==> config.mk <==
export PLATFORM = sky130hd
export DESIGN_NAME = stride_dma_engine
export DESIGN_NICKNAME = d
export VERILOG_FILES = /design/src/rtl/stride_dma_pkg.sv /design/src/rtl/stride_dma_dpath.sv /design/src/rtl/stride_dma_hshake.sv /design/src/rtl/stride_dma_ctrl.sv /design/src/rtl/stride_dma_engine.sv
export SDC_FILE = /design/constraint.sdc
export NUM_CORES = 1
export LEC_CHECK = 0
export BUFFER_PORTS_ARGS = -buffer_cell sky130_fd_sc_hd__buf_2
export CELL_PAD_IN_SITES_DETAIL_PLACEMENT = 0
export CELL_PAD_IN_SITES_GLOBAL_PLACEMENT = 1
export CORE_MARGIN = 4
export CORE_UTILIZATION = 37
export CTS_CLUSTER_SIZE = 25
export DETAILED_ROUTE_END_ITERATION = 8
export GPL_ROUTABILITY_DRIVEN = 0
export PLACE_DENSITY_LB_ADDON = 0.1
export SLEW_MARGIN = 20
export SYNTH_ARGS = -nofsm -noshare
export SYNTH_HDL_FRONTEND = slang
export SYNTH_SLANG_ARGS = --single-unit
export TNS_END_PERCENT = 20
==> constraint.sdc <==
create_clock -name clk -period 5.5 [get_ports clk]
set_input_delay 0.55 -clock clk [delete_from_list [all_inputs] [get_ports clk]]
set_output_delay 0.55 -clock clk [all_outputs]
set_load 0.1 [all_outputs]
==> src/rtl/stride_dma_pkg.sv <==
package stride_dma_pkg;

  // Command word field positions (decoded by this engine and its neighbours)
  localparam int EN_BIT     = 0;
  localparam int TERM_BIT   = 1;
  localparam int IE_BIT     = 2;
  localparam int BURST_BIT  = 3;
  localparam int SSTEP_LSB  = 8;
  localparam int DSTEP_LSB  = 12;
  localparam int DHS_LSB    = 16;
  localparam int WIDTH_LSB  = 20;
  localparam int SHS_LSB    = 24;
  localparam int SEL_W      = 4;

  localparam int BURST_LONG = 4;
  localparam int UNIT_W     = $clog2(BURST_LONG + 1);

  typedef enum logic [2:0] {
    ST_IDLE,
    ST_WAIT,
    ST_READ,
    ST_WRITE,
    ST_END
  } engState_t;

  typedef struct packed {
    logic loadCfg;
    logic latchRd;
    logic stepSrc;
    logic stepDst;
    logic endBurst;
    logic finish;
    logic setAck;
  } ctlStrobes_t;

endpackage

==> src/rtl/stride_dma_dpath.sv <==
module stride_dma_dpath
  import stride_dma_pkg::*;
#(
  parameter int AW = 32,
  parameter int CW = 24
) (
  input  logic              clk,
  input  logic              rstN,
  input  ctlStrobes_t       stb,
  input  logic [31:0]       cfgCmd,
  input  logic [AW-1:0]     cfgSrc,
  input  logic [AW-1:0]     cfgDst,
  input  logic [CW-1:0]     cfgCnt,
  input  logic [31:0]       memRdata,
  output logic [31:0]       cmdQ,
  output logic [AW-1:0]     srcQ,
  output logic [AW-1:0]     dstQ,
  output logic [CW-1:0]     cntQ,
  output logic [31:0]       dataQ,
  output logic [1:0]        sizeCode,
  output logic              cntZero,
  output logic              lastBurst,
  output logic [UNIT_W-1:0] takenUnits
);

  localparam int SHW = 3;

  logic [1:0]        widthSel;
  logic [1:0]        unitShift;
  logic [31:0]       sizeMask;
  logic [AW-1:0]     srcStep;
  logic [AW-1:0]     dstStep;
  logic [UNIT_W-1:0] burstLen;

  assign widthSel = cmdQ[WIDTH_LSB +: 2];

  always_comb begin
    unique case (widthSel)
      2'd0:    begin unitShift = 2'd2; sizeCode = 2'b10; sizeMask = 32'hFFFF_FFFF; end
      2'd1:    begin unitShift = 2'd1; sizeCode = 2'b01; sizeMask = 32'h0000_FFFF; end
      default: begin unitShift = 2'd0; sizeCode = 2'b00; sizeMask = 32'h0000_00FF; end
    endcase
  end

  function automatic logic [AW-1:0] stepOf(input logic [1:0] code, input logic [1:0] shiftBase);
    logic [SHW-1:0] amount;
    amount = SHW'(shiftBase) + SHW'(code) - SHW'(1);
    if (code == 2'd0) return '0;
    return AW'(1) << amount;
  endfunction

  assign srcStep = stepOf(cmdQ[SSTEP_LSB +: 2], unitShift);
  assign dstStep = stepOf(cmdQ[DSTEP_LSB +: 2], unitShift);

  assign burstLen   = cmdQ[BURST_BIT] ? UNIT_W'(BURST_LONG) : UNIT_W'(1);
  assign cntZero    = (cntQ == '0);
  assign lastBurst  = (cntQ <= CW'(burstLen));
  assign takenUnits = lastBurst ? cntQ[UNIT_W-1:0] : burstLen;

  always_ff @(posedge clk or negedge rstN) begin
    if (!rstN) begin
      cmdQ  <= '0;
      srcQ  <= '0;
      dstQ  <= '0;
      cntQ  <= '0;
      dataQ <= '0;
    end else begin
      if (stb.loadCfg) begin
        cmdQ <= cfgCmd;
        srcQ <= cfgSrc;
        dstQ <= cfgDst;
        cntQ <= cfgCnt;
      end else begin
        if (stb.stepSrc)  srcQ <= srcQ + srcStep;
        if (stb.stepDst)  dstQ <= dstQ + dstStep;
        if (stb.endBurst) cntQ <= cntQ - CW'(takenUnits);
        if (stb.finish) begin
          cmdQ[EN_BIT] <= 1'b0;
          if (cmdQ[IE_BIT]) cmdQ[TERM_BIT] <= 1'b1;
        end
      end
      if (stb.latchRd) dataQ <= memRdata & sizeMask;
    end
  end

endmodule

==> src/rtl/stride_dma_hshake.sv <==
module stride_dma_hshake
  import stride_dma_pkg::*;
#(
  parameter int HS_LINES = 16
) (
  input  logic                clk,
  input  logic                rstN,
  input  logic [HS_LINES-1:0] dmaReq,
  input  logic [SEL_W-1:0]    srcLine,
  input  logic [SEL_W-1:0]    dstLine,
  input  logic                setAck,
  output logic [HS_LINES-1:0] dmaAck,
  output logic                hsReady
);

  logic srcOk;
  logic dstOk;

  assign srcOk   = (srcLine == '0) || dmaReq[srcLine];
  assign dstOk   = (dstLine == '0) || dmaReq[dstLine];
  assign hsReady = srcOk && dstOk;

  // Line 0 means "no handshake" and never acknowledges
  assign dmaAck[0] = 1'b0;

  for (genvar n = 1; n < HS_LINES; n++) begin : g_ack
    logic picked;
    logic ackQ;
    assign picked = (srcLine == SEL_W'(n)) || (dstLine == SEL_W'(n));
    always_ff @(posedge clk or negedge rstN) begin
      if (!rstN)                 ackQ <= 1'b0;
      else if (setAck && picked) ackQ <= 1'b1;
      else if (!dmaReq[n])       ackQ <= 1'b0;
    end
    assign dmaAck[n] = ackQ;
  end

endmodule

==> src/rtl/stride_dma_ctrl.sv <==
module stride_dma_ctrl
  import stride_dma_pkg::*;
(
  input  logic              clk,
  input  logic              rstN,
  input  logic              cfgWr,
  input  logic              cfgEnable,
  input  logic              cntZero,
  input  logic              lastBurst,
  input  logic [UNIT_W-1:0] takenUnits,
  input  logic              hsReady,
  input  logic              memRdy,
  output ctlStrobes_t       stb,
  output logic              memReq,
  output logic              memWe,
  output logic              busy
);

  engState_t         state;
  engState_t         nextState;
  logic [UNIT_W-1:0] unitsLeft;
  logic              accept;

  assign accept = cfgWr && ((state == ST_IDLE) || (state == ST_WAIT));
  assign busy   = (state != ST_IDLE);

  always_comb begin
    nextState = state;
    stb       = '0;
    memReq    = 1'b0;
    memWe     = 1'b0;
    unique case (state)
      ST_IDLE: begin
        if (accept) begin
          stb.loadCfg = 1'b1;
          if (cfgEnable) nextState = ST_WAIT;
        end
      end
      ST_WAIT: begin
        if (accept) begin
          stb.loadCfg = 1'b1;
          if (!cfgEnable) nextState = ST_IDLE;
        end else if (cntZero) begin
          stb.finish = 1'b1;
          nextState  = ST_IDLE;
        end else if (hsReady) begin
          nextState = ST_READ;
        end
      end
      ST_READ: begin
        memReq = 1'b1;
        if (memRdy) begin
          stb.latchRd = 1'b1;
          stb.stepSrc = 1'b1;
          nextState   = ST_WRITE;
        end
      end
      ST_WRITE: begin
        memReq = 1'b1;
        memWe  = 1'b1;
        if (memRdy) begin
          stb.stepDst = 1'b1;
          nextState   = (unitsLeft == UNIT_W'(1)) ? ST_END : ST_READ;
        end
      end
      ST_END: begin
        stb.endBurst = 1'b1;
        stb.setAck   = 1'b1;
        if (lastBurst) begin
          stb.finish = 1'b1;
          nextState  = ST_IDLE;
        end else begin
          nextState = ST_WAIT;
        end
      end
      default: nextState = ST_IDLE;
    endcase
  end

  always_ff @(posedge clk or negedge rstN) begin
    if (!rstN) begin
      state     <= ST_IDLE;
      unitsLeft <= '0;
    end else begin
      state <= nextState;
      if ((state == ST_WAIT) && (nextState == ST_READ))
        unitsLeft <= takenUnits;
      else if (stb.stepDst)
        unitsLeft <= unitsLeft - UNIT_W'(1);
    end
  end

endmodule

==> src/rtl/stride_dma_engine.sv <==
module stride_dma_engine
  import stride_dma_pkg::*;
#(
  parameter int AW       = 32,
  parameter int CW       = 24,
  parameter int HS_LINES = 16
) (
  input  logic                clk,
  input  logic                rstN,
  input  logic                cfgWr,
  input  logic [31:0]         cfgCmd,
  input  logic [AW-1:0]       cfgSrc,
  input  logic [AW-1:0]       cfgDst,
  input  logic [CW-1:0]       cfgCnt,
  output logic [31:0]         cmdOut,
  output logic [AW-1:0]       srcOut,
  output logic [AW-1:0]       dstOut,
  output logic [CW-1:0]       cntOut,
  output logic                busy,
  output logic                memReq,
  output logic                memWe,
  output logic [AW-1:0]       memAddr,
  output logic [1:0]          memSize,
  output logic [31:0]         memWdata,
  input  logic [31:0]         memRdata,
  input  logic                memRdy,
  input  logic [HS_LINES-1:0] dmaReq,
  output logic [HS_LINES-1:0] dmaAck
);

  ctlStrobes_t       stb;
  logic [31:0]       dataQ;
  logic              cntZero;
  logic              lastBurst;
  logic [UNIT_W-1:0] takenUnits;
  logic              hsReady;

  stride_dma_ctrl u_ctrl (
    .clk        (clk),
    .rstN       (rstN),
    .cfgWr      (cfgWr),
    .cfgEnable  (cfgCmd[EN_BIT]),
    .cntZero    (cntZero),
    .lastBurst  (lastBurst),
    .takenUnits (takenUnits),
    .hsReady    (hsReady),
    .memRdy     (memRdy),
    .stb        (stb),
    .memReq     (memReq),
    .memWe      (memWe),
    .busy       (busy)
  );

  stride_dma_dpath #(.AW(AW), .CW(CW)) u_dpath (
    .clk        (clk),
    .rstN       (rstN),
    .stb        (stb),
    .cfgCmd     (cfgCmd),
    .cfgSrc     (cfgSrc),
    .cfgDst     (cfgDst),
    .cfgCnt     (cfgCnt),
    .memRdata   (memRdata),
    .cmdQ       (cmdOut),
    .srcQ       (srcOut),
    .dstQ       (dstOut),
    .cntQ       (cntOut),
    .dataQ      (dataQ),
    .sizeCode   (memSize),
    .cntZero    (cntZero),
    .lastBurst  (lastBurst),
    .takenUnits (takenUnits)
  );

  stride_dma_hshake #(.HS_LINES(HS_LINES)) u_hshake (
    .clk     (clk),
    .rstN    (rstN),
    .dmaReq  (dmaReq),
    .srcLine (cmdOut[SHS_LSB +: SEL_W]),
    .dstLine (cmdOut[DHS_LSB +: SEL_W]),
    .setAck  (stb.setAck),
    .dmaAck  (dmaAck),
    .hsReady (hsReady)
  );

  assign memAddr  = memWe ? dstOut : srcOut;
  assign memWdata = dataQ;

endmodule

# [After elaboration in Yosys (flattened, before gate mapping)]
# Index checks and enable logic that the tools add are counted.
[word_totals] reg_bits=173 latch_bits=0 ramBits=0 rom_bits=0 inputBits=172 output_inout_bits=205 elab_cells=223 n_memories=0
[classes] n_addsub=8 mul=0 div=0 n_lt_le_gt_ge=3 n_eq_ne=52 shift=2 n_mux=80 bitwise=1 n_reduce_logical=53
[op_table] op="two-way mux 32 bit" count=9
[op_table] op="adder 32 bit" count=2
[op_table] op="== test 4 bit (second input constant)" count=16
[op_table] op="one-hot mux 32 bit (2 select lines)" count=1
[op_table] op="left shift 1 x 3 -> 32 bit (first input constant)" count=2
[op_table] op="two-way mux 24 bit" count=2
[op_table] op="two-way mux 1 bit" count=46
[op_table] op="two-way mux 3 bit" count=13
[op_table] op="AND 32 bit" count=1
[op_table] op="== test 4 x 3 -> 1 bit (second input constant)" count=8
[op_table] op="!= test 2 x 1 -> 1 bit (second input constant)" count=15
[op_table] op="less-or-equal comparator 24 x 3 -> 1 bit" count=1
[op_table] op="logical NOT 24 bit" count=1
[op_table] op="subtractor 24 x 3 -> 24 bit" count=1
[op_table] op="logical AND 1 bit" count=18
[op_table] op="logical OR 1 bit" count=18
[op_table] op="== test 4 x 2 -> 1 bit (second input constant)" count=4
[op_table] op="one-hot mux 3 bit (5 select lines)" count=1
[op_table] op="nonzero test 2 bit" count=6
[op_table] op="less-than comparator 4 x 5 -> 1 bit (second input constant)" count=2
[op_table] op="== test 3 x 2 -> 1 bit (second input constant)" count=3
[op_table] op="subtractor 3 x 1 -> 3 bit (second input constant)" count=3
[op_table] op="binary-select mux 1 bit (select 4 bit)" count=2
[op_table] op="== test 4 x 1 -> 1 bit (second input constant)" count=2
[op_table] op="13 further kinds" count=22

# [Logic depth before layout (Yosys ltp)]
# Gate-level depths: netlist (run 1).
[depth] depth_word=11 ltp_mapped=18 depth_no_buf=17

# [By module]
# From an unflattened synthesis (run 1), not the netlist that was laid out.
[hier_totals] cells_unflattened=1082 area_unflattened_um2=10577.6
[by_module_without_submodules] module="stride_dma_dpath" n_inst=1 cells_each=900 area_per_inst_um2=8473.1 seq_area_each_um2=3803.6
[by_module_without_submodules] module="stride_dma_hshake" n_inst=1 cells_each=99 area_per_inst_um2=1093.5 seq_area_each_um2=375.4
[by_module_without_submodules] module="stride_dma_engine" n_inst=1 cells_each=36 area_per_inst_um2=544.3 seq_area_each_um2=0.0
[by_module_without_submodules] module="stride_dma_ctrl" n_inst=1 cells_each=47 area_per_inst_um2=466.7 seq_area_each_um2=150.1

# [Worst setup path before layout (run 1)]
# No wires, ideal clock.
[synth_timing] path_kind="register to output" startpoint="register u_ctrl.state[1]" endpoint="output port memAddr[13]" t_arrival_ps=5232 required_time_ps=4950 setup_slack_ps=-282 stages_incl_launch_ff=7 n_path_buf=3 cell_sequence="dfrtp_1 -> buf_1 -> nor2b_1 -> and2_1 -> clkbuf_1 -> clkbuf_1 -> o21ai_0"
[synth_between] elab_chain_cells=3
[synth_rtl] item="from (decl)" line="stride_dma_ctrl.sv:19" rtl="engState_t state;"
[synth_rtl] item="from (signal assigned)" line="stride_dma_ctrl.sv:85" rtl="state <= nextState;"
[synth_rtl] item="== test 3 x 2 -> 1 bit" line="stride_dma_ctrl.sv:32" rtl="unique case (state)"
[synth_rtl] item="two-way mux 1 bit" line="stride_dma_ctrl.sv:32"
[synth_rtl] item="named net memWe" line="stride_dma_engine.sv:21" rtl="output logic memWe,"
[synth_rtl] item="two-way mux 32 bit" line="stride_dma_engine.sv:85" rtl="assign memAddr = memWe ? dstOut : srcOut;"
[synth_rtl] item="to (decl)" line="stride_dma_engine.sv:22" rtl="output logic [AW-1:0] memAddr,"
# The timed path passes the listed nets, and every way through them passes these cells.

# [Worst setup path after layout (run 1)]
[layout_timing] startpoint="register u_dpath.cmdQ[21]" endpoint="register u_dpath.srcQ[10]"
[layout_between] elab_chain_cells=9 elab_cells_between_ends=10 cone_classes="3 x add/sub; 1 x eq/ne; 1 x shift; 4 x mux; 1 x reduce/logical"
[layout_rtl] item="from (decl)" line="stride_dma_dpath.sv:15" rtl="output logic [31:0] cmdQ,"
[layout_rtl] item="from (signal assigned)" line="stride_dma_dpath.sv:69" rtl="cmdQ <= cfgCmd;"
[layout_rtl] item="== test 2 x 1 -> 1 bit or logical NOT 2 bit (tied branches)" line="stride_dma_dpath.sv:38" rtl="unique case (widthSel)"
[layout_rtl] item="one-hot mux 2 bit (2 select lines) *" line="stride_dma_dpath.sv:38"
[layout_rtl] item="adder 2 x 2 -> 3 bit *" line="stride_dma_dpath.sv:47" rtl="amount = SHW'(shiftBase) + SHW'(code) - SHW'(1);"
[layout_rtl] item="subtractor 3 x 1 -> 3 bit *" line="stride_dma_dpath.sv:47"
[layout_rtl] item="left shift 1 x 3 -> 32 bit *" line="stride_dma_dpath.sv:49" rtl="return AW'(1) << amount;"
[layout_rtl] item="two-way mux 32 bit *" line="stride_dma_dpath.sv:49"
[layout_rtl] item="adder 32 bit *" line="stride_dma_dpath.sv:74" rtl="if (stb.stepSrc) srcQ <= srcQ + srcStep;"
[layout_rtl] item="two-way mux 32 bit *" line="stride_dma_dpath.sv:74"
[layout_rtl] item="two-way mux 32 bit *" line="stride_dma_dpath.sv:68" rtl="if (stb.loadCfg) begin"
[layout_rtl] item="to (signal assigned)" line="stride_dma_dpath.sv:70" rtl="srcQ <= cfgSrc;"
[layout_rtl] item="to (signal assigned)" line="stride_dma_dpath.sv:74"
[layout_rtl] item="to (decl)" line="stride_dma_dpath.sv:16" rtl="output logic [AW-1:0] srcQ,"
# Every way passes the cells marked *; elsewhere a longest branch is shown, timed or not. The select of a mux whose other input is x is not followed.
# A chain may end at the register's enable or synchronous reset.

==> out/qor.txt, run 1 <==
==================================================================================
Post-route cell area                                                  0.0130 sq mm
Final cycle utilization of the critical path                                 0.777
Mux share of post-synthesis cell area                                       0.0535
Total of hold buffers inserted after clock tree synthesis                        0
Number of sinks on the clock net                                               173
Total placed instance area                                            0.0124 sq mm
Final Routed Wirelength                                                    34.5 mm
Number of flops mapped to enable cells by yosys                                  0
Area inside the core boundary                                         0.0272 sq mm
Number of design rule violations left after detail routing                       0
Worst r2r src                                                         u_dpath.cmdQ[21]
# IOs                                                                          377
Minimum setup slack in the final design                                    1.23 ns
Antenna violations before repair                                                 9
Area share of and/or/nand/nor cells after synthesis                          0.241
Number of max-slew violations in the final report                                0
Mapped cell area                                                      0.0103 sq mm
Type of the worst setup path                                          flip-flop to flip-flop
Worst clock skew on the final layout                                     0.0192 ns
Global routing met2 resource utilization                                     0.356
Fraction of the yosys area taken by sequential cells                         0.421
Routed via count                                                              9895
Clock tree from TritonCTS                                                      yes
Met1 layer usage reported by global route                                    0.294
WP data required                                                           5.81 ns
Yosys warning total                                                              0
Net count after synthesis                                                     1379
Floorplan die height                                                        175 um
CTS Root Buffer Type                                                  sky130_fd_sc_hd__clkbuf_16
Kind of capture point of the worst setup path                            flip-flop
H-tree Lvls                                                                      4
Number of buffers inserted by port buffering                                   374
Largest family of logic cells by synthesized area                     simple AND/OR/NAND/NOR gates
Share of the core filled with cells                                          0.479
Top achievable clock speed                                               0.234 GHz
Synthesized-area fraction occupied by ao, oa, aoi and oai cells              0.161
Post-CTS repair timing setup buffer count                                        0
Number of global-route vias before repair                                     9554
Launching element type of the critical path                              flip-flop
Global route total overflow                                                      0
Worst Path Max Fanout                                                           18
Nets                                                                          1706
Total of cells resized after clock tree synthesis                                0
Status                                                                finished clean
Remaining number of nets flagged by the antenna check after routing              0
Min cycle time layout                                                      4.27 ns
Type of the tightest min-delay check                                  input pin to asynchronous set/reset pin
Unique cell type count in the Yosys netlist                                     74
Clock Tree Buf Depth                                                             2
Synth async-reset ratio                                                       1.00
Area growth, synth to finish                                                 26.5%
Cells on worst reg2reg path                                                     14
Data arrival, critical path                                                4.58 ns
Actual slew at the worst max-slew pin                                     0.907 ns
Count of maximum capacitance violations                                          0
Headroom to the max-slew limit                                               0.396
Starting utilization of the core area                                        0.379
Xor and xnor fraction of the mapped netlist area                            0.0357
Most common flop cell mapped by yosys                                 sky130_fd_sc_hd__dfrtp_1
R2R setup slack                                                            1.23 ns
GR Layer Usage met3                                                         0.0459
First-pass GRT wire length                                                 53.6 mm
Largest net degree at the start of global routing                               93
Post-Syn Instances                                                            1176
Total of flip-flops plus latches after synthesis                               173
Synthesized-area fraction occupied by adder cells                           0.0392
GRT Util Overall                                                             0.218
Endpoint of the worst register-to-register path                       u_dpath.srcQ[10]
Mapped Avg Cell Area                                                    8.75 sq um
Share of final-layout standard cells stronger than drive strength 1          0.314
Pre-CTS setup slack                                                        1.26 ns
Register clock-pin slew on the reported worst setup and hold paths         0.08 ns
Initial DRT Pass Iterations                                                      5
Chip Width                                                                  175 um
Clock buffer count from CTS                                                     17
Fillers                                                                       2762
Violation count after the first detailed-route iteration                       565
Unrepaired setup endpoints after global routing                              false
Hold WS                                                                   0.166 ns
Layer carrying the most global-route usage                                    met2
Final Setup Violations                                                           0
FP Rows                                                                         60
Total Die Area                                                        0.0305 sq mm
DR vias/cell                                                                  5.22
Clock latency on the worst-skew pair                                       0.44 ns
DR WL/cell                                                                 18.2 um
HPWL after detailed placement                                              25.3 mm
Hold violation total from the final report                                       0
==================================================================================
[through the flow]
| stage | TNS (ns) | std cells |
|---|---|---|
| floorplan | -0.863 | 1176 |
| global placement | 0 | 1856 |
| detailed placement | 0 | 1856 |
| CTS | 0 | 1888 |
| global route | 0 | 1896 |
| finish | 0 | 1896 |
[critical path: stages (launching register included)]
cell                       delay [ns]
sky130_fd_sc_hd__dfrtp_1         0.48
sky130_fd_sc_hd__nor2_1          0.14
sky130_fd_sc_hd__buf_4           0.25
sky130_fd_sc_hd__inv_1           0.12
sky130_fd_sc_hd__ha_1            0.28
sky130_fd_sc_hd__inv_1           0.04
sky130_fd_sc_hd__ha_1            0.36
sky130_fd_sc_hd__or3_1           0.44
sky130_fd_sc_hd__fa_1            0.44
sky130_fd_sc_hd__nor2b_1         0.13
sky130_fd_sc_hd__o21ai_0         0.15
sky130_fd_sc_hd__a21o_1          0.27
sky130_fd_sc_hd__a211oi_1        0.61
sky130_fd_sc_hd__a31oi_1         0.17
sky130_fd_sc_hd__a211o_1         0.25
[worst max path at each step]
| stage | startpoint | to | slack (ns) | cells after the start |
|---|---|---|---|---|
| floorplan | u_dpath.cmdQ[20] | u_dpath.dstQ[31] | -0.22 | 17 |
| global placement | u_dpath.cmdQ[21] | u_dpath.srcQ[17] | 1.13 | 15 |
| detailed placement | u_dpath.cmdQ[21] | u_dpath.srcQ[10] | 1.26 | 14 |
| CTS | u_dpath.cmdQ[21] | u_dpath.srcQ[10] | 1.24 | 14 |
| global route | u_dpath.cmdQ[21] | u_dpath.dstQ[24] | 0.89 | 19 |
| finish | u_dpath.cmdQ[21] | u_dpath.srcQ[10] | 1.23 | 14 |
[cells in the final DEF (no fill, tap or decap), drive strengths merged, types with 18 or more instances in the layout]
| cell type | count |
|---|---|
| xnor2 | 22 |
| buf | 388 |
| ha | 29 |
| nor2 | 78 |
| nand2 | 253 |
| a31oi | 22 |
| mux2 | 28 |
| o21ai | 60 |
| nor3 | 21 |
| dfrtp | 173 |
| nand3 | 45 |
| a21oi | 35 |
| o22ai | 18 |
| clkbuf | 18 |
| inv | 40 |
| xor2 | 20 |
[Yosys cell counts, types with 13 or more instances]
master / count / area (sq um)
sky130_fd_sc_hd__nand3_1: 45 / 225
sky130_fd_sc_hd__ha_1: 29 / 363
sky130_fd_sc_hd__and3_1: 13 / 81.3
sky130_fd_sc_hd__xor2_1: 20 / 175
sky130_fd_sc_hd__nor3_1: 20 / 100
sky130_fd_sc_hd__buf_4: 16 / 120
sky130_fd_sc_hd__nor2_1: 78 / 293
sky130_fd_sc_hd__o21ai_0: 55 / 275
sky130_fd_sc_hd__nand2_1: 253 / 950
sky130_fd_sc_hd__clkbuf_1: 51 / 191
sky130_fd_sc_hd__nand4_1: 17 / 106
sky130_fd_sc_hd__inv_1: 32 / 120
sky130_fd_sc_hd__or3_1: 14 / 87.6
sky130_fd_sc_hd__o211ai_1: 14 / 105
sky130_fd_sc_hd__a21oi_1: 35 / 175
sky130_fd_sc_hd__a31oi_1: 22 / 138
sky130_fd_sc_hd__nand2b_1: 13 / 81.3
sky130_fd_sc_hd__a22o_1: 15 / 131
sky130_fd_sc_hd__o22ai_1: 18 / 113
sky130_fd_sc_hd__nor4_1: 13 / 81.3
sky130_fd_sc_hd__xnor2_1: 22 / 193
sky130_fd_sc_hd__mux2_2: 27 / 304
sky130_fd_sc_hd__dfrtp_1: 173 / 4330
[cell families after synthesis]
group	Yosys count
AND/OR/NAND/NOR	524
AO/OA/AOI/OAI	248
flip-flops	173
buffers and inverters	113
multiplexers	44
XOR/XNOR	42
adder cells (fa/ha/maj)	31
other	1
[registers in the layout, indices dropped and copies added, names as in the netlist]
signal and flops:
u_dpath.cntQ 24, u_ctrl.unitsLeft 3, u_dpath.srcQ 32, u_dpath.dataQ 32, u_dpath.cmdQ 32, u_dpath.dstQ 32, u_hshake.g_ack.ackQ 15, u_ctrl.state 3
[cell type report]
| cell class | count | area [sq um] | area share |
|---|---|---|---|
| antenna | 8 | 20.0 | 0.00154 |
| clock inverter | 14 | 151 | 0.0116 |
| sequential | 173 | 4330 | 0.333 |
| timing repair buffer | 388 | 1980 | 0.152 |
| tap | 372 | 465 | 0.0358 |
| multi-input combinational | 890 | 5510 | 0.424 |
| clock buffer | 18 | 429 | 0.0330 |
| inverter | 33 | 124 | 0.00952 |
[metal layers]
metal / vias up / routed length, um / share of wire
met5: - / 12 / 0.00035
met4: 2 / 503 / 0.015
met3: 30 / 1770 / 0.051
met2: 276 / 16900 / 0.49
met1: 4738 / 15300 / 0.44
li1: 4849 / - / -
Power of run 1 is not shown: default switching activity piles up to over one toggle a cycle in this logic, so the estimate is an artifact.
==> inputs of run 2 (changes only) <==
==> constraint.sdc (replaced) <==
create_clock -name clk -period 4.1 [get_ports clk]
set_input_delay 0.41 -clock clk [delete_from_list [all_inputs] [get_ports clk]]
set_output_delay 0.41 -clock clk [all_outputs]
set_load 0.1 [all_outputs]
==> out/qor.txt, run 2 (same netlist as run 1, synthesis figures left out) <==
==================================================================================
Post-route cell area                                                  0.0131 sq mm   +0.78%
Global route total overflow                                                      0   unchanged
Global routing met2 resource utilization                                     0.369   +0.0130
Remaining number of nets flagged by the antenna check after routing              0   unchanged
Number of max-slew violations in the final report                                0   unchanged
Nets                                                                          1718   +0.70%
Commonest non-fill, non-tap cell in the layout                        sky130_fd_sc_hd__buf_2
Number of sinks on the clock net                                               173   unchanged
Antenna violations before repair                                                 5   -4
Actual slew at the worst max-slew pin                                     0.916 ns   +0.00979 ns
Final cycle utilization of the critical path                                 0.951   +0.174
DR vias/cell                                                                  5.23   +0.23%
Area inside the core boundary                                         0.0272 sq mm   unchanged
Hold violation total from the final report                                       1   +1
Final Routed Wirelength                                                    34.5 mm   -0.17%
Routed via count                                                              9949   +0.55%
Top achievable clock speed                                               0.257 GHz   +9.6%
WP data required                                                           4.45 ns   -1.36 ns
Number of design rule violations left after detail routing                       0   unchanged
Type of the tightest min-delay check                                  input pin to asynchronous set/reset pin
# IOs                                                                          377   unchanged
Unrepaired setup endpoints after global routing                              false
Data arrival, critical path                                                4.25 ns   -0.33 ns
Kind of capture point of the worst setup path                            flip-flop
Number of buffers inserted by port buffering                                   374   unchanged
Min cycle time layout                                                      3.90 ns   -0.374 ns
Largest net degree at the start of global routing                               85   -8.6%
GRT Util Overall                                                             0.218   -0.000374
Starting utilization of the core area                                        0.379   unchanged
Floorplan die height                                                        175 um   unchanged
Clock buffer count from CTS                                                     17   unchanged
Clock latency on the worst-skew pair                                       0.44 ns   about the same
Status                                                                finished, violations left
Chip Width                                                                  175 um   unchanged
H-tree Lvls                                                                      4   unchanged
Met1 layer usage reported by global route                                    0.290   -0.00354
Worst Path Max Fanout                                                            6   -12
Headroom to the max-slew limit                                               0.389   -0.00653
Total Die Area                                                        0.0305 sq mm   unchanged
Worst clock skew on the final layout                                     0.0167 ns   -0.00252 ns
Share of final-layout standard cells stronger than drive strength 1          0.325   +0.0108
Post-CTS repair timing setup buffer count                                        0   unchanged
Type of the worst setup path                                          flip-flop to flip-flop
Commonest cells after routing, fill and taps aside                    373 x sky130_fd_sc_hd__buf_2, 252 x sky130_fd_sc_hd__nand2_1, 171 x sky130_fd_sc_hd__dfrtp_1
Register clock-pin slew on the reported worst setup and hold paths         0.08 ns   about the same
Initial DRT Pass Iterations                                                      5   unchanged
Final Setup Violations                                                           0   unchanged
Number of global-route vias before repair                                     9509   -0.47%
CTS Root Buffer Type                                                  sky130_fd_sc_hd__clkbuf_16
Total placed instance area                                            0.0125 sq mm   +1.1%
Total Negative Setup Slacks                                                   0 ns   unchanged
Clock tree from TritonCTS                                                      yes
Hold WS                                                                -0.00192 ns   -0.168 ns
Violations in the final reports                                        hold timing
Layer carrying the most global-route usage                                    met2
DR WL/cell                                                                 18.1 um   -0.48%
Launching element type of the critical path                              flip-flop
Area growth, synth to finish                                                 27.5%
First-pass GRT wire length                                                 53.7 mm   +0.26%
HPWL after detailed placement                                              25.6 mm   +1.2%
Clock Tree Buf Depth                                                             2   unchanged
GR Layer Usage met3                                                         0.0465   +0.000649
FP Rows                                                                         60   unchanged
Count of maximum capacitance violations                                          0   unchanged
Violation count after the first detailed-route iteration                       580   +2.7%
==================================================================================
## run 2: cell types whose count changed in the layout (fill, tap and decap cells not counted), sizes merged
cell	previous run	this run
bufinv	1	0
diode	8	3
inv	40	39
clkbuf	18	19
buf	388	400
## run 2: what timing repair did
item / in CTS / in global routing
setup endpoints to repair: 0 / 7
hold buffers: 0 / 0
gates resized for setup: 0 / 3
## run 2: per-stage QoR
step / setup WS, ns / instances / hold slack (ns) / utilization
final: 0.202 / 1902 / -0.00192 / 0.483
after CTS: 0.197 / 1899 / 0.0627 / 0.482
after detailed placement: 0.198 / 1868 / 0.450 / 0.462
after global placement: 0.296 / 1868 / 0.446 / 0.462
after global routing: 0.00796 / 1902 / 0.0438 / 0.483
after floorplan: -0.191 / 1176 / 0.114 / -
## run 2: worst paths after layout
kind	startpoint	end	slack, ns	cells after the start
setup / recovery	u_dpath.cntQ[9]	u_dpath.cntQ[18]	0.20	12
hold / removal	rstN	u_dpath.dstQ[16]	-0.002	1
setup reg to reg	u_dpath.cntQ[9]	u_dpath.cntQ[18]	0.20	12
hold reg to reg	u_dpath.dataQ[15]	u_dpath.dataQ[15]	0.46	2
max in group asynchronous	rstN	u_dpath.cmdQ[21]	3.04	2
min in group clk	cfgCmd[4]	u_dpath.cmdQ[4]	0.15	3
## run 2: final cells by class
class                      instances  area [sq um]
fill                            2741         14100
multi-input combinational        890          5550
sequential                       173          4340
timing repair buffer             400          2090
tap                              372           465
clock buffer                      19           443
inverter                          33           124
clock inverter                    12           103
antenna                            3          7.51
## run 2: critical path: stages (launching register included)
cell	delay, ns
sky130_fd_sc_hd__dfrtp_1	0.43
sky130_fd_sc_hd__or4_4	0.54
sky130_fd_sc_hd__or4_4	0.45
sky130_fd_sc_hd__a211o_1	0.37
sky130_fd_sc_hd__a21oi_1	0.25
sky130_fd_sc_hd__ha_1	0.25
sky130_fd_sc_hd__inv_1	0.07
sky130_fd_sc_hd__ha_1	0.27
sky130_fd_sc_hd__o21ai_0	0.17
sky130_fd_sc_hd__and3_1	0.25
sky130_fd_sc_hd__o21ai_2	0.09
sky130_fd_sc_hd__or4_1	0.47
sky130_fd_sc_hd__a31oi_1	0.17
## run 2: per-layer routing
layer	share of wire	up-vias
met5	0.00052	-
met4	0.010	4
met3	0.060	22
met2	0.49	305
met1	0.44	4752
li1	-	4866
Power of run 2 is left out for the same reason.
==> inputs of run 3 (changes only) <==
--- a/config.mk
+++ b/config.mk
@@ -13,6 +13,7 @@
 export CTS_CLUSTER_SIZE = 25
 export DETAILED_ROUTE_END_ITERATION = 8
 export GPL_ROUTABILITY_DRIVEN = 0
+export GPL_TIMING_DRIVEN = 0
 export PLACE_DENSITY_LB_ADDON = 0.1
 export SLEW_MARGIN = 20
 export SYNTH_ARGS = -nofsm -noshare
==> out/qor.txt, run 3 (same netlist as run 1, synthesis figures left out) <==
==================================================================================
Top achievable clock speed                                               0.255 GHz   -0.66%
Crit path buffers/inverters                                                      3   +2
Count of maximum capacitance violations                                          0   unchanged
Pre-CTS setup slack                                                      -0.495 ns   -0.693 ns
Number of max-slew violations in the final report                                0   unchanged
Status                                                                finished clean
Area growth, synth to finish                                                 31.9%
DR vias/cell                                                                  5.29   +1.2%
FP Rows                                                                         60   unchanged
Number of sinks on the clock net                                               173   unchanged
Final cycle utilization of the critical path                                 0.957   +0.00630
Area inside the core boundary                                         0.0272 sq mm   unchanged
Register clock-pin slew on the reported worst setup and hold paths         0.08 ns   about the same
Largest delay contributor family on the critical path                 simple AND/OR/NAND/NOR gates
Commonest non-fill, non-tap cell in the layout                        sky130_fd_sc_hd__buf_2
Number of design rule violations left after detail routing                       0   unchanged
CP cell instances                                                     or4_4, or4_4, buf_6, a211o_4, a21oi_2, ha_1, inv_1, ha_1, nor4b_4, o21a_1, clkbuf_4, a211oi_1, a311oi_1
Headroom to the max-slew limit                                               0.107   -0.283
Antenna violations before repair                                                 5   unchanged
Number of buffers inserted by port buffering                                   374   unchanged
Actual slew at the worst max-slew pin                                      1.33 ns   +0.412 ns
CTS Root Buffer Type                                                  sky130_fd_sc_hd__clkbuf_16
Hold violation total from the final report                                       0   -1
Commonest cells after routing, fill and taps aside                    374 x sky130_fd_sc_hd__buf_2, 252 x sky130_fd_sc_hd__nand2_1, 170 x sky130_fd_sc_hd__dfrtp_1
Crit path max-delay cell type                                         sky130_fd_sc_hd__or4_4
Crit-path max cell delay                                                   0.56 ns   +0.02 ns
Initial DRT Pass Iterations                                                      6   +1
Clock latency on the worst-skew pair                                       0.44 ns   about the same
Min cycle time layout                                                      3.92 ns   +0.0258 ns
Starting utilization of the core area                                        0.379   unchanged
Remaining number of nets flagged by the antenna check after routing              0   unchanged
DR WL/cell                                                                 20.0 um   +10%
Floorplan die height                                                        175 um   unchanged
Chip Width                                                                  175 um   unchanged
Global route total overflow                                                      0   unchanged
Final Setup Violations                                                           0   unchanged
Final Routed Wirelength                                                    39.5 mm   +15%
Routed via count                                                             10.5k   +5.1%
Launching element type of the critical path                              flip-flop
Unrepaired setup endpoints after global routing                               true
Type of the worst setup path                                          flip-flop to flip-flop
Violation count after the first detailed-route iteration                       607   +4.7%
GRT Util Overall                                                             0.250   +0.0322
Final std cells w/o fill                                                      1975   +3.8%
Minimum setup slack in the final design                                   0.176 ns   -0.0258 ns
WP data required                                                           4.44 ns   about the same
HPWL after detailed placement                                              29.8 mm   +16%
Number of global-route vias before repair                                    10.3k   +8.0%
Clock tree from TritonCTS                                                      yes
H-tree Lvls                                                                      4   unchanged
Clock Tree Buf Depth                                                             2   unchanged
# IOs                                                                          377   unchanged
First-pass GRT wire length                                                 59.9 mm   +11%
Largest net degree at the start of global routing                               64   -25%
Worst clock skew on the final layout                                     0.0171 ns   +0.000390 ns
Kind of capture point of the worst setup path                            flip-flop
Worst Path Max Fanout                                                           10   +4
Share of final-layout standard cells stronger than drive strength 1          0.328   +0.00351
Nets                                                                          1789   +4.1%
Total Die Area                                                        0.0305 sq mm   unchanged
Number of cells after detailed placement                                      1924   +3.0%
Clock buffer count from CTS                                                     17   unchanged
Type of the tightest min-delay check                                  input pin to flip-flop
Hold WS                                                                   0.154 ns   +0.156 ns
Data arrival, critical path                                                4.26 ns   about the same
==================================================================================
==> run 3: changes by cell type in the layout (fill, tap and decap cells not counted), sizes merged <==
cell / before / now
clkinv: 4 / 5
diode: 3 / 4
dlygate4sd3: 0 / 1
inv: 39 / 37
clkinvlp: 2 / 4
clkbuf: 19 / 70
buf: 400 / 419
==> run 3: per-stage QoR <==
stage | setup TNS, ns | utilization | instance area, sq um
4_1_cts | 0 | 0.492 | 13400
5_1_grt | -0.106 | 0.499 | 13600
6_report | 0 | 0.499 | 13600
3_3_place_gp | -92.63 | 0.467 | 12700
2_1_floorplan | -1.05 | - | 10400
3_5_place_dp | -5.75 | 0.470 | 12800
==> run 3: timing repair <==
item	4_1_cts	5_1_grt
resized for setup	7	30
pin swaps	3	5
setup endpoints to repair	34	42
gates cloned	0	0
hold endpoints to repair	52	0
setup buffers	3	11
hold buffers	1	0
==> run 3: worst paths after layout <==
check / slack, ns / from / cells after the start / endpoint
setup / recovery: 0.18 / u_dpath.cntQ[8] / 13 / u_dpath.cntQ[14]
max in group asynchronous: 2.55 / rstN / 4 / u_dpath.cmdQ[21]
hold / removal: 0.15 / cfgCmd[17] / 3 / u_dpath.cmdQ[17]
setup reg to reg: 0.18 / u_dpath.cntQ[8] / 13 / u_dpath.cntQ[14]
min in group asynchronous: 0.46 / rstN / 2 / u_dpath.dstQ[17]
hold reg to reg: 0.46 / u_dpath.dataQ[21] / 2 / u_dpath.dataQ[21]
==> run 3: worst register-to-register path: cells and delay by family, from the launching register on <==
kind	cells	cell delay, ns
AOI/OAI and AO/OA	5	1.09
adders and majority gates	2	0.48
buffers and inverters	3	0.43
DFF	1	0.46
and+or+nand+nor	3	1.35
==> run 3: per-layer routing <==
metal,vias to the layer above,global-route usage,share of wire
met4,2,0.0619,0.014
met2,379,0.419,0.48
met3,41,0.0487,0.066
met1,5021,0.334,0.44
li1,5014,-,-
met5,-,0,0.00018
==> run 3: final cells by class <==
type | instances | area, sq um
inverters | 33 | 124
repair buffers | 391 | 2050
well taps | 372 | 465
fillers | 2795 | 13600
clock inverters | 13 | 108
clock buffers | 19 | 443
flip-flops and latches | 173 | 4340
diodes | 4 | 10.0
plain buffers | 80 | 403
multi-input cells | 890 | 5630
Power of run 3 is left out for the same reason.
